**src/rtl/adc_acq_pkg.sv**
```systemverilog
package adc_acq_pkg;
  localparam int ADDR_W = 3;

  typedef enum logic [ADDR_W-1:0] {
    ADR_CTRL  = 3'd0,
    ADR_IGATE = 3'd1,
    ADR_START = 3'd2,
    ADR_FLUSH = 3'd3,
    ADR_DATA  = 3'd4
  } reg_addr_e;

  // status bit positions decoded by software
  localparam int ST_OVERRUN  = 8;
  localparam int ST_OVERFLOW = 9;
  localparam int ST_PENDING  = 11;
  localparam int ST_AVAIL    = 13;

  // control word bits
  localparam int CB_STRAIGHT = 0;
  localparam int CB_IEN      = 7;
endpackage

```
**src/rtl/adc_acq_regs.sv**
```systemverilog
module adc_acq_regs
  import adc_acq_pkg::*;
#(
  parameter int BUS_W = 16
) (
  input  logic              clk_i,
  input  logic              rst_ni,
  input  logic              wr_en_i,
  input  logic [ADDR_W-1:0] addr_i,
  input  logic [BUS_W-1:0]  wdata_i,
  output logic              straight_o,
  output logic              irq_gate_o,
  output logic              start_o,
  output logic              flush_o
);
  logic ctrl_straight_q, ctrl_ien_q, igate_ien_q;
  logic unused_wdata;

  assign unused_wdata = ^wdata_i;

  always_ff @(posedge clk_i or negedge rst_ni) begin
    if (!rst_ni) begin
      ctrl_straight_q <= 1'b0;
      ctrl_ien_q      <= 1'b0;
      igate_ien_q     <= 1'b0;
    end else if (wr_en_i) begin
      if (addr_i == ADR_CTRL) begin
        ctrl_straight_q <= wdata_i[CB_STRAIGHT];
        ctrl_ien_q      <= wdata_i[CB_IEN];
      end
      if (addr_i == ADR_IGATE) igate_ien_q <= wdata_i[CB_IEN];
    end
  end

  // strobes: data is ignored
  assign start_o    = wr_en_i && (addr_i == ADR_START);
  assign flush_o    = wr_en_i && (addr_i == ADR_FLUSH);
  assign straight_o = ctrl_straight_q;
  assign irq_gate_o = ctrl_ien_q && igate_ien_q;
endmodule

```
**src/rtl/adc_acq_conv.sv**
```systemverilog
module adc_acq_conv (
  input  logic clk_i,
  input  logic rst_ni,
  input  logic start_i,
  input  logic done_i,
  input  logic flush_i,
  output logic pending_o,
  output logic overrun_o,
  output logic start_pulse_o,
  output logic push_o
);
  logic pending_q, overrun_q, pulse_q;
  logic accept;

  assign accept = start_i && (!pending_q || done_i);
  assign push_o = done_i && pending_q;

  always_ff @(posedge clk_i or negedge rst_ni) begin
    if (!rst_ni) begin
      pending_q <= 1'b0;
      overrun_q <= 1'b0;
      pulse_q   <= 1'b0;
    end else begin
      pulse_q <= accept;
      if (accept)       pending_q <= 1'b1;
      else if (push_o)  pending_q <= 1'b0;
      if (flush_i)                               overrun_q <= 1'b0;
      else if (start_i && pending_q && !done_i)  overrun_q <= 1'b1;
    end
  end

  assign pending_o     = pending_q;
  assign overrun_o     = overrun_q;
  assign start_pulse_o = pulse_q;
endmodule

```
**src/rtl/adc_acq_fifo.sv**
```systemverilog
module adc_acq_fifo #(
  parameter int DEPTH  = 16,
  parameter int DATA_W = 12,
  localparam int AW    = (DEPTH > 1) ? $clog2(DEPTH) : 1,
  localparam int CW    = $clog2(DEPTH + 1)
) (
  input  logic              clk_i,
  input  logic              rst_ni,
  input  logic              push_i,
  input  logic [DATA_W-1:0] data_i,
  input  logic              pop_i,
  input  logic              flush_i,
  output logic [DATA_W-1:0] head_o,
  output logic [CW-1:0]     count_o,
  output logic              overflow_o
);
  localparam logic [CW-1:0] FULL_CNT = CW'(DEPTH);
  localparam logic [AW-1:0] LAST_IX  = AW'(DEPTH - 1);

  logic [DATA_W-1:0] mem_q [DEPTH];
  logic [AW-1:0]     wptr_q, rptr_q;
  logic [CW-1:0]     count_q;
  logic              ovf_q;
  logic              do_pop, do_push, full;

  assign full    = (count_q == FULL_CNT);
  assign do_pop  = pop_i && (count_q != '0) && !flush_i;
  assign do_push = push_i && !flush_i && (!full || do_pop);

  function automatic logic [AW-1:0] bump(input logic [AW-1:0] p);
    return (p == LAST_IX) ? '0 : p + AW'(1);
  endfunction

  always_ff @(posedge clk_i) begin
    if (do_push) mem_q[wptr_q] <= data_i;
  end

  always_ff @(posedge clk_i or negedge rst_ni) begin
    if (!rst_ni) begin
      wptr_q  <= '0;
      rptr_q  <= '0;
      count_q <= '0;
      ovf_q   <= 1'b0;
    end else if (flush_i) begin
      wptr_q  <= '0;
      rptr_q  <= '0;
      count_q <= '0;
      ovf_q   <= 1'b0;
    end else begin
      if (do_push) wptr_q <= bump(wptr_q);
      if (do_pop)  rptr_q <= bump(rptr_q);
      case ({do_push, do_pop})
        2'b10:   count_q <= count_q + CW'(1);
        2'b01:   count_q <= count_q - CW'(1);
        default: count_q <= count_q;
      endcase
      if (push_i && !do_push) ovf_q <= 1'b1;
    end
  end

  assign head_o     = mem_q[rptr_q];
  assign count_o    = count_q;
  assign overflow_o = ovf_q;
endmodule

```
**src/rtl/adc_acq_front.sv**
```systemverilog
module adc_acq_front
  import adc_acq_pkg::*;
#(
  parameter int DEPTH    = 16,
  parameter int SAMPLE_W = 12,
  parameter int BUS_W    = 16,
  localparam int CW      = $clog2(DEPTH + 1)
) (
  input  logic                clk_i,
  input  logic                rst_ni,
  input  logic                wr_en_i,
  input  logic                rd_en_i,
  input  logic [ADDR_W-1:0]   addr_i,
  input  logic [BUS_W-1:0]    wdata_i,
  output logic [BUS_W-1:0]    rdata_o,
  input  logic                conv_done_i,
  input  logic [SAMPLE_W-1:0] conv_data_i,
  output logic                conv_start_o,
  output logic                irq_o
);
  logic                straight, irq_gate, start_stb, flush_stb;
  logic                pending, overrun, push, overflow, pop;
  logic [SAMPLE_W-1:0] head, coded, last_q;
  logic [CW-1:0]       fifo_cnt;
  logic                avail;

  adc_acq_regs #(.BUS_W(BUS_W)) u_regs (
    .clk_i(clk_i), .rst_ni(rst_ni), .wr_en_i(wr_en_i), .addr_i(addr_i),
    .wdata_i(wdata_i), .straight_o(straight), .irq_gate_o(irq_gate),
    .start_o(start_stb), .flush_o(flush_stb)
  );

  adc_acq_conv u_conv (
    .clk_i(clk_i), .rst_ni(rst_ni), .start_i(start_stb), .done_i(conv_done_i),
    .flush_i(flush_stb), .pending_o(pending), .overrun_o(overrun),
    .start_pulse_o(conv_start_o), .push_o(push)
  );

  adc_acq_fifo #(.DEPTH(DEPTH), .DATA_W(SAMPLE_W)) u_fifo (
    .clk_i(clk_i), .rst_ni(rst_ni), .push_i(push), .data_i(conv_data_i),
    .pop_i(pop), .flush_i(flush_stb), .head_o(head), .count_o(fifo_cnt),
    .overflow_o(overflow)
  );

  assign avail = (fifo_cnt != '0);
  assign pop   = rd_en_i && (addr_i == ADR_DATA) && avail;

  // two's-complement coding flips the sign bit on the way out
  always_comb begin
    coded = head;
    if (!straight) coded[SAMPLE_W-1] = ~head[SAMPLE_W-1];
  end

  always_ff @(posedge clk_i or negedge rst_ni) begin
    if (!rst_ni)  last_q <= '0;
    else if (pop) last_q <= coded;
  end

  always_comb begin
    rdata_o = '0;
    if (rd_en_i) begin
      case (addr_i)
        ADR_CTRL: begin
          rdata_o[ST_AVAIL]    = avail;
          rdata_o[ST_PENDING]  = pending;
          rdata_o[ST_OVERFLOW] = overflow;
          rdata_o[ST_OVERRUN]  = overrun;
        end
        ADR_DATA: rdata_o[SAMPLE_W-1:0] = avail ? coded : last_q;
        default:  rdata_o = '0;
      endcase
    end
  end

  assign irq_o = irq_gate && avail;
endmodule

```
**config.mk**
```make
export PLATFORM = sky130hd
export DESIGN_NAME = adc_acq_front
export DESIGN_NICKNAME = d
export VERILOG_FILES = /design/src/rtl/adc_acq_pkg.sv /design/src/rtl/adc_acq_regs.sv /design/src/rtl/adc_acq_conv.sv /design/src/rtl/adc_acq_fifo.sv /design/src/rtl/adc_acq_front.sv
export SDC_FILE = /design/constraint.sdc
export NUM_CORES = 1
export LEC_CHECK = 0
export ABC_AREA = 1
export CELL_PAD_IN_SITES_DETAIL_PLACEMENT = 1
export CELL_PAD_IN_SITES_GLOBAL_PLACEMENT = 1
export CORE_MARGIN = 4
export CORE_UTILIZATION = 48
export DETAILED_ROUTE_END_ITERATION = 6
export PLACE_DENSITY_LB_ADDON = 0.3
export REMOVE_ABC_BUFFERS = 1
export SLEW_MARGIN = 10
export SYNTH_ARGS = -nofsm -noshare
export SYNTH_HDL_FRONTEND = slang
export SYNTH_SLANG_ARGS = --single-unit
export TNS_END_PERCENT = 100
```
**constraint.sdc**
```tcl
create_clock -name clk_i -period 2.35 [get_ports clk_i]
set_input_delay 0.235 -clock clk_i [delete_from_list [all_inputs] [get_ports clk_i]]
set_output_delay 0.235 -clock clk_i [all_outputs]
set_load 0.01 [all_outputs]
```
# ---- After elaboration in Yosys (flattened, before gate mapping)
# Memory sizes are Yosys's and may differ from the RTL's.
# Index checks and enable logic that the tools add are counted.
dict set report word_totals {
  n_memories 1
  ram_bits 192
  reg_bits 32
  out_inout_bits 18
  in_bits 36
  elab_cells 82
}
# name words word_bits read_ports rd_clocked_by_memory_dff wr line_no
set mem_list {}
lappend mem_list {u_fifo.mem_q 16 12 1 0 1 adc_acq_fifo.sv:20} ;# logic [DATA_W-1:0] mem_q [DEPTH];
dict set report classes {
  muxes 24
  n_addsub 4
  n_eq_ne 9
  n_reduce_logical 32
  bitwise_logic 1
}
# cell count
set ops {}
lappend ops {{4-bit two-way mux} 6}
lappend ops {{1-bit logical AND} 15}
lappend ops {{14-bit two-way mux} 1}
lappend ops {{12-bit two-way mux} 1}
lappend ops {{1-bit two-way mux} 11}
lappend ops {{5-bit one-hot mux with 2 select lines} 1}
lappend ops {{2-bit nonzero test} 5}
lappend ops {{4-bit by 1-bit adder with 4-bit output, second input constant} 2}
lappend ops {{4-bit == test, second input constant} 2}
lappend ops {{8-bit two-way mux} 1}
lappend ops {{3-bit by 2-bit == test with 1-bit output, second input constant} 2}
lappend ops {{5-bit by 1-bit adder with 5-bit output, second input constant} 1}
lappend ops {{5-bit == test, second input constant} 1}
lappend ops {{1-bit logical NOT} 5}
lappend ops {{5-bit two-way mux} 1}
lappend ops {{5-bit nonzero test} 1}
lappend ops {{5-bit by 1-bit subtractor with 5-bit output, second input constant} 1}
lappend ops {{2-bit one-hot mux with 2 select lines} 1}
lappend ops {{2-bit AND reduction} 2}
lappend ops {{3-bit by 1-bit == test with 1-bit output, second input constant} 1}
lappend ops {{3-bit == test, second input constant} 1}
lappend ops {{3-bit logical NOT} 1}
lappend ops {{3-bit nonzero test} 1}
lappend ops {{2-bit by 1-bit == test with 1-bit output, second input constant} 1}
lappend ops {{other kinds (4)} 5}

# ---- Depth between registers and ports, before layout
# Gate-level depths: netlist of the first run.
dict set report depth {
  depth_word 11
  depth_mapped 13
}

# ---- Hierarchy
# Synthesis of the first run repeated with hierarchy kept, for this count alone.
dict set report hier_totals {
  hier_cells 813
  hier_area_um2 9594.2
}
# module area_each_um2 n_inst cells_each
set by_module_without_submodules {}
lappend by_module_without_submodules {adc_acq_fifo 8473.1 1 668}
lappend by_module_without_submodules {adc_acq_front 833.3 1 108}
lappend by_module_without_submodules {adc_acq_regs 167.7 1 24}
lappend by_module_without_submodules {adc_acq_conv 120.1 1 13}

# ---- Worst setup path after synthesis of the first run
# OpenSTA, ideal clock, no wires.
dict set report synth_timing {
  path_type {reg-to-reg}
  from {register u_fifo.count_q[1], in the netlist u_fifo.count_o[1]}
  to {register u_fifo.count_q[4], in the netlist u_fifo.count_o[4]}
  path_buffers 0
  setup_time_ns 0.117
  required_ns 2.233
  synth_period_minus_slack_ns 1.917
  slack_ns 0.433
  stages_incl_launch_ff 13
  arrival_ns 1.800
  cell_sequence {dfrtp_1 nor2_4 nand4_4 nand3_1 inv_1 ha_1 a21oi_1 nand2_1 xor2_1 nor2_1 nor2_1 nand3_1 nand2_1}
}
dict set report synth_via {
  elab_chain_len 9
}
# item line_no
set synth_rtl {}
lappend synth_rtl {{start, declared} adc_acq_fifo.sv:22} ;# logic [CW-1:0] count_q;
lappend synth_rtl {{start signal, assigned} adc_acq_fifo.sv:53} ;# 2'b10: count_q <= count_q + CW'(1);
lappend synth_rtl {{start signal, assigned} adc_acq_fifo.sv:54} ;# 2'b01: count_q <= count_q - CW'(1);
lappend synth_rtl {{start signal, assigned} adc_acq_fifo.sv:55} ;# default: count_q <= count_q;
lappend synth_rtl {{5-bit nonzero test} {adc_acq_fifo.sv:27, adc_acq_front.sv:45}}
lappend synth_rtl {{1-bit logical AND} adc_acq_front.sv:46} ;# assign pop = rd_en_i && (addr_i == ADR_DATA) && avail;
lappend synth_rtl {{1-bit logical AND (2 in series)} adc_acq_fifo.sv:27} ;# assign do_pop = pop_i && (count_q != '0) && !flush_i;
lappend synth_rtl {{1-bit logical OR} adc_acq_fifo.sv:28} ;# assign do_push = push_i && !flush_i && (!full || do_pop);
lappend synth_rtl {{1-bit logical AND} adc_acq_fifo.sv:28}
lappend synth_rtl {{2-bit by 1-bit == test with 1-bit output or 2-bit == test (tied branches)} adc_acq_fifo.sv:52} ;# case ({do_push, do_pop})
lappend synth_rtl {{5-bit one-hot mux with 2 select lines} adc_acq_fifo.sv:52}
lappend synth_rtl {{5-bit two-way mux} adc_acq_fifo.sv:44} ;# end else if (flush_i) begin
# Parallel ways exist; a longest one is shown, timed or not.
# A chain may end at the register's enable or synchronous reset.

# ---- Final worst setup path of the first run
dict set report layout_timing {
  from {register u_fifo.rptr_q[2]}
  to {output port rdata_o[2]}
}
dict set report layout_via {
  elab_chain_len 4
}
# item line_no
set layout_rtl {}
lappend layout_rtl {{start, declared} adc_acq_fifo.sv:21} ;# logic [AW-1:0] wptr_q, rptr_q;
lappend layout_rtl {{start signal, assigned} adc_acq_fifo.sv:51} ;# if (do_pop) rptr_q <= bump(rptr_q);
lappend layout_rtl {{memory 16 x 12 bit} n/a}
lappend layout_rtl {{12-bit two-way mux} adc_acq_front.sv:69} ;# ADR_DATA: rdata_o[SAMPLE_W-1:0] = avail ? coded : last_q;
lappend layout_rtl {{8-bit two-way mux} adc_acq_front.sv:62} ;# case (addr_i)
lappend layout_rtl {{14-bit two-way mux} adc_acq_front.sv:61} ;# if (rd_en_i) begin
lappend layout_rtl {{end, declared} adc_acq_front.sv:15} ;# output logic [BUS_W-1:0] rdata_o,
# Every way passes these cells.

==> impl_metrics.yaml, run 1 <==
outcome:
  status: "finished with violations"
  violations: "negative setup slack"
global_routing:
  grt_first_pass_wirelength_um: 48860
  grt_max_degree: 33
  grt.total_usage_pct: 29.50
  gr-total-overflow: 0
  grt_pass1_vias: 8364
  antenna_found_initial: 0
route:
  vias_per_cell: 5.839
  antenna_left: 0
  drt_iter0_drc: 654
  wl_per_cell_um: 25.70
  drc: 0
  vias: 7708
  firstDrtPassIters: 7
  wl_um: 33930
cells_and_area:
  multi_input_area_um2: 2957
  nFillCells: 1970
  area_growth_pct: 33.11
  drive_gt1_share_pct: 29.95
  fin_area_um2: 12770
  nNetsFinal: 1082
  n_antenna_cell: 0
  seq_area_um2: 6571
  final_cells: 1320
logic_synthesis:
  synth_top_area_cell: "edfxtp_1"
  syn_avg_cell_area_um2: 11.10
  yosys-top-cells-count: "nand2_1 (230), edfxtp_1 (192), nor2_1 (93)"
  yosysTopAreaCellShare_pct: 60.09
  netlist_instances: 864
  ys_warn_count: 0
  yosysSeqAreaShare_pct: 68.44
  synth.area.top_cells: "edfxtp_1 (60%), nand2_1 (9.0%), dfrtp_1 (8.3%)"
  synth_flop_cell: "edfxtp_1"
  synthMostInstantiatedCell: "nand2_1"
  synth_edf_count: 192
  syn_area_um2: 9594
  ys_ff_latch: 224
  synthArstFlopShare_pct: 14.29
  ys_types: 35
worst_setup_path:
  critPathArrivalTime_ns: 2.43
  crit_chain: "inv_2 -> nor2_4 -> buf_4 -> nand3_1 -> nand2_1 -> nand3b_1 -> nand2_2 -> nand2_2 -> nand2_2 -> buf_6"
  worstSetupPathType: "reg -> out"
  worst_setup_path_start_kind: "flip-flop"
  startpoint: "u_fifo.rptr_q[2]"
  r2r_cells: 18
  max_stage_delay_ns: 0.45
  crit_top_cell: "nand2_2"
  cp_slowest_cell: "dfrtp_1"
  end_kind: "output port"
  r2r_start: "u_fifo.rptr_q[0]"
  regToRegEndpoint: "last_q[2]"
  cp-endpoint: "rdata_o[2]"
  regToRegSetupSlack_ns: -0.27
  cp.required_ns: 2.12
  path_max_fanout: 10
die:
  die_y_um: 149.4
  start_util_pct: 48.97
  die-area_um2: 22310
  core_area_um2: 19590
  io_pins: 54
  die_w_um: 149.4
  rows: 51
sta:
  finalCritPeriodShare_pct: 113.6
  slew_viol_final: 0
  final-setup-viol-count: 16
  clock_skew_ns: 0.01502
  fmax_ghz: 0.3747
  relSlewSlack_pct: 57.06
  fin_ws_ns: -0.3185
  fin_crit_ns: 2.669
  final.setup.tns_ns: -3.985
  rsz0062_at_grt: "yes"
  worst_slew_pin_slew_ns: 0.6420
  hold_viol: 0
placement:
  dp_hpwl_um: 17870
  dp.cells: 1218
  dp_slack_ns: -0.1412
  placed_area_um2: 10830
  numPortBuffers: 36
  gp_congestion: 0.8159
cts:
  cts_tree: "yes"
  ctsHtreeMaxLevel: 1
  clockBufferDepth: 3
  cts_made_buffers: 24
  cts_sinks: 224
  worstSkewPairLatency_ns: 0.54
  path_clk_slew_ns: 0.06
  root_buffer: "clkbuf_16"
run:
  drv_cap: 0
power_and_ir_drop:
  power.total_mw: 13.75
  power_leakage_nw: 5.109
  vdd_drop_max_mv: 0.8069
  powerDensity_nw_per_um2: 1077
min_path:
  hold_path_class: "in -> async"
worst min-delay path by stage:
stage | startpoint | endpoint | slack, ns | cells after the start
2_1_floorplan | rst_ni | last_q[0] | -0.06 | 0
3_3_place_gp | last_q[3] | last_q[3] | 0.46 | 2
3_5_place_dp | last_q[2] | last_q[2] | 0.47 | 2
4_1_cts | rst_ni | u_fifo.rptr_q[0] | 0.14 | 2
5_1_grt | rst_ni | u_regs.ctrl_ien_q | 0.17 | 2
6_report | rst_ni | last_q[11] | 0.14 | 2
per-layer routing:
layer  global-route usage (%)  part of all wire, %  vias to the layer above
met4                    16.06                  5.3                        0
met1                    34.50                   36                     3894
met5                        0                    0                        -
met2                    51.74                   52                      382
met3                    5.074                  6.6                      126
li1                         -                    -                     3306
registers in the layout, indices dropped and copies added, names as in the netlist, 4 cells and up:
signal and flops:
u_fifo.mem_q 192, u_fifo.wptr_q 4, last_q 12, u_fifo.count_o 5
u_fifo.rptr_q 4
logic make-up after synthesis:
family | share of synthesized area (%)
AOI/OAI and AO/OA | 4.773
and+or+nand+nor | 20.03
buffers and inverters | 5.008
DFF | 68.44
adders and majority gates | 1.252
other | 0.03909
xor gates and xnor gates | 0.4565
metrics by stage:
step / hold slack (ns) / utilization [%]
final: 0.1441 / 65.19
after global routing: 0.1651 / 65.19
after CTS: 0.1448 / 63.28
after detailed placement: 0.4728 / 55.30
after global placement: 0.4621 / 55.30
after floorplan: -0.06059 / -
layout make-up:
cell class,instances,share of cell area (%)
flip-flops and latches,224,51.45
multi-input cells,548,23.15
repair buffers,185,14.92
clock buffers,27,4.957
well taps,265,2.596
inverters,54,1.734
clock inverters,17,1.185
critical path: cells and delay by family (launching register included):
| kind | cells | cell delay (ns) |
|---|---|---|
| and+or+nand+nor | 7 | 0.95 |
| buffers and inverters | 3 | 0.50 |
| DFF | 1 | 0.45 |
timing repair:
item                                   in CTS  in global routing
hold buffers                                0                  0
pin swaps                                  34                 44
setup endpoints to repair                  12                 19
endpoints found under the hold margin       0                  0
setup buffers                              44                  3
gates cloned                                8                  3
resized for setup                         143                 78
layout by cell type, fill, tap and decap left out, types with 17 or more instances in the layout:
| cell type | synthesis | routed |
|---|---|---|
| inv_1 | 46 | 46 |
| edfxtp_1 | 192 | 192 |
| o21ai_0 | 43 | 23 |
| dfrtp_1 | 32 | 30 |
| buf_6 | 6 | 17 |
| clkdlybuf4s50_1 | 0 | 24 |
| clkbuf_16 | 0 | 28 |
| buf_4 | 17 | 113 |
| nand3_2 | 1 | 21 |
| nand4_1 | 18 | 18 |
| nand3_1 | 82 | 62 |
| o21ai_1 | 10 | 17 |
| nor2_1 | 93 | 77 |
| nand2_1 | 230 | 196 |
| nand2_2 | 2 | 32 |
where the power goes:
group | internal (mW) | switching (mW)
combinational | 2.02 | 2.95
sequential | 4.65 | 0.271
clock | 2.25 | 1.60
Note: power is estimated with default switching activity, not from simulation.
==> run 2: changes to the inputs <==
--- a/config.mk
+++ b/config.mk
@@ -12,8 +12,9 @@
 export CORE_UTILIZATION = 48
 export DETAILED_ROUTE_END_ITERATION = 6
 export PLACE_DENSITY_LB_ADDON = 0.3
+export RECOVER_POWER = 100
 export REMOVE_ABC_BUFFERS = 1
-export SLEW_MARGIN = 10
+export SLEW_MARGIN = 30
 export SYNTH_ARGS = -nofsm -noshare
 export SYNTH_HDL_FRONTEND = slang
 export SYNTH_SLANG_ARGS = --single-unit
==> impl_metrics.yaml, run 2 (synthesis gave the netlist of run 1 again) <==
route:
  vias_per_cell: 5.851
  vias: 7723
  wl_um: 34050
  firstDrtPassIters: 5
  drt_iter0_drc: 657
  drc: 0
  wl_per_cell_um: 25.79
  antenna_left: 0
cells_and_area:
  area_growth_pct: 32.80
  drive_gt1_share_pct: 29.48
  layout_commonest_cell: "nand2_1"
  top_register: "u_fifo.mem_q"
  final_cell_mix: "nand2_1 (196), edfxtp_1 (192), buf_4 (109)"
  n_antenna_cell: 0
  seq_area_um2: 6571
  final_cells: 1320
  nNetsFinal: 1082
  nFillCells: 1976
  largest_register_ffs: 192
  multi_input_area_um2: 2942
die:
  io_pins: 54
  start_util_pct: 48.97
  core_area_um2: 19590
  die-area_um2: 22310
  die_y_um: 149.4
  die_w_um: 149.4
  rows: 51
global_routing:
  grt_max_degree: 33
  antenna_found_initial: 0
  grt_first_pass_wirelength_um: 48860
  gr-total-overflow: 0
  grt_pass1_vias: 8364
  grt.total_usage_pct: 29.50
cts:
  cts_tree: "yes"
  worstSkewPairLatency_ns: 0.54
  cts_made_buffers: 24
  clockBufferDepth: 3
  ctsHtreeMaxLevel: 1
  root_buffer: "clkbuf_16"
  ctsHoldBuffers: 0
  cts_sinks: 224
  path_clk_slew_ns: 0.06
placement:
  dp.cells: 1218
  gp_congestion: 0.8159
  dp_hpwl_um: 17870
  dp_slack_ns: -0.1412
  numPortBuffers: 36
sta:
  fin_crit_ns: 2.664
  worst_slew_pin_slew_ns: 2.068
  fin_ws_ns: -0.3144
  clock_skew_ns: 0.01547
  rsz0062_at_grt: "yes"
  final-setup-viol-count: 103
  slew_viol_final: 33
  hold_viol: 0
  finalCritPeriodShare_pct: 113.4
  relSlewSlack_pct: -37.90
  fmax_ghz: 0.3753
worst_setup_path:
  cp.required_ns: 2.12
  critPathArrivalTime_ns: 2.43
  worst_setup_path_start_kind: "flip-flop"
  path_max_fanout: 8
  worstSetupPathType: "reg -> out"
  end_kind: "output port"
  regToRegSetupSlack_ns: -0.27
outcome:
  status: "finished with violations"
  violations: "max-capacitance violations, max-slew violations, negative setup slack"
power_and_ir_drop:
  power.total_mw: 13.72
  powerDensity_nw_per_um2: 1077
  power_leakage_nw: 5.101
  vdd_drop_max_mv: 0.8145
min_path:
  hold_path_class: "in -> reg"
run:
  drv_cap: 1
==> run 2: cell types whose count changed in the layout (fill, tap and decap cells not counted) <==
cell	delta
nand4_4	-1
buf_4	-4
clkbuf_1	+4
dlygate4sd3_1	+15
clkdlybuf4s50_1	-15
nand4_1	+1
==> run 2: layout make-up <==
cell class | instances | share of cell area, %
Sequential cell | 224 | 51.58
Multi-Input combinational cell | 548 | 23.09
Timing Repair Buffer | 185 | 14.84
Clock buffer | 27 | 4.969
Tap cell | 265 | 2.602
Inverter | 54 | 1.738
Clock inverter | 17 | 1.188
==> run 2: worst paths after layout <==
kind | endpoint | cells after the start | startpoint
max | rdata_o[9] | 12 | u_fifo.rptr_q[0]
min | u_regs.igate_ien_q | 3 | wdata_i[7]
max reg2reg | last_q[2] | 18 | u_fifo.rptr_q[0]
min reg2reg | last_q[11] | 2 | last_q[11]
max in group asynchronous | u_fifo.rptr_q[0] | 2 | rst_ni
min in group asynchronous | u_regs.igate_ien_q | 2 | rst_ni
==> run 2: routing by layer <==
layer / wire length [µm] / up-vias / part of all wire (%) / GRT usage [%]
li1: - / 3302 / - / -
met1: 12450 / 3902 / 37 / 34.50
met2: 17490 / 390 / 51 / 51.74
met3: 2268 / 129 / 6.7 / 5.074
met4: 1832 / 0 / 5.4 / 16.06
met5: 0 / - / 0 / 0
==> run 2: timing repair <==
item / CTS / global route
buffers inserted: 44 / 3
pin swaps: 34 / 44
gates cloned: 8 / 3
resized for setup: 143 / 78
endpoints found under the setup margin: 12 / 19
==> run 2: report_power, final <==
group	switching [mW]	internal (mW)
Sequential	0.267	4.65
Combinational	2.95	2.00
Clock	1.60	2.25
Total	4.82	8.91
==> run 2: worst max-delay path, stage by stage, from the launching register on <==
cell     delay (ns)
dfrtp_4        0.51
buf_12         0.17
inv_16         0.09
buf_12         0.14
nand2_1        0.06
nand3_1        0.10
nand2_2        0.08
nor2_4         0.14
nand2_2        0.08
nand3_1        0.11
nand2_1        0.08
a21oi_2        0.16
buf_2          0.15
==> run 2: metrics by stage <==
step	hold slack [ns]	utilization, %	setup TNS (ns)	cell area [µm²]
2_1_floorplan	-0.06059	-	-30.30	9329
3_3_place_gp	0.4621	55.30	-0.2220	10830
3_5_place_dp	0.4728	55.30	-3.138	10830
4_1_cts	0.1448	63.28	-2.536	12400
5_1_grt	0.3152	65.04	-20.37	12740
6_report	0.2851	65.04	-9.630	12740
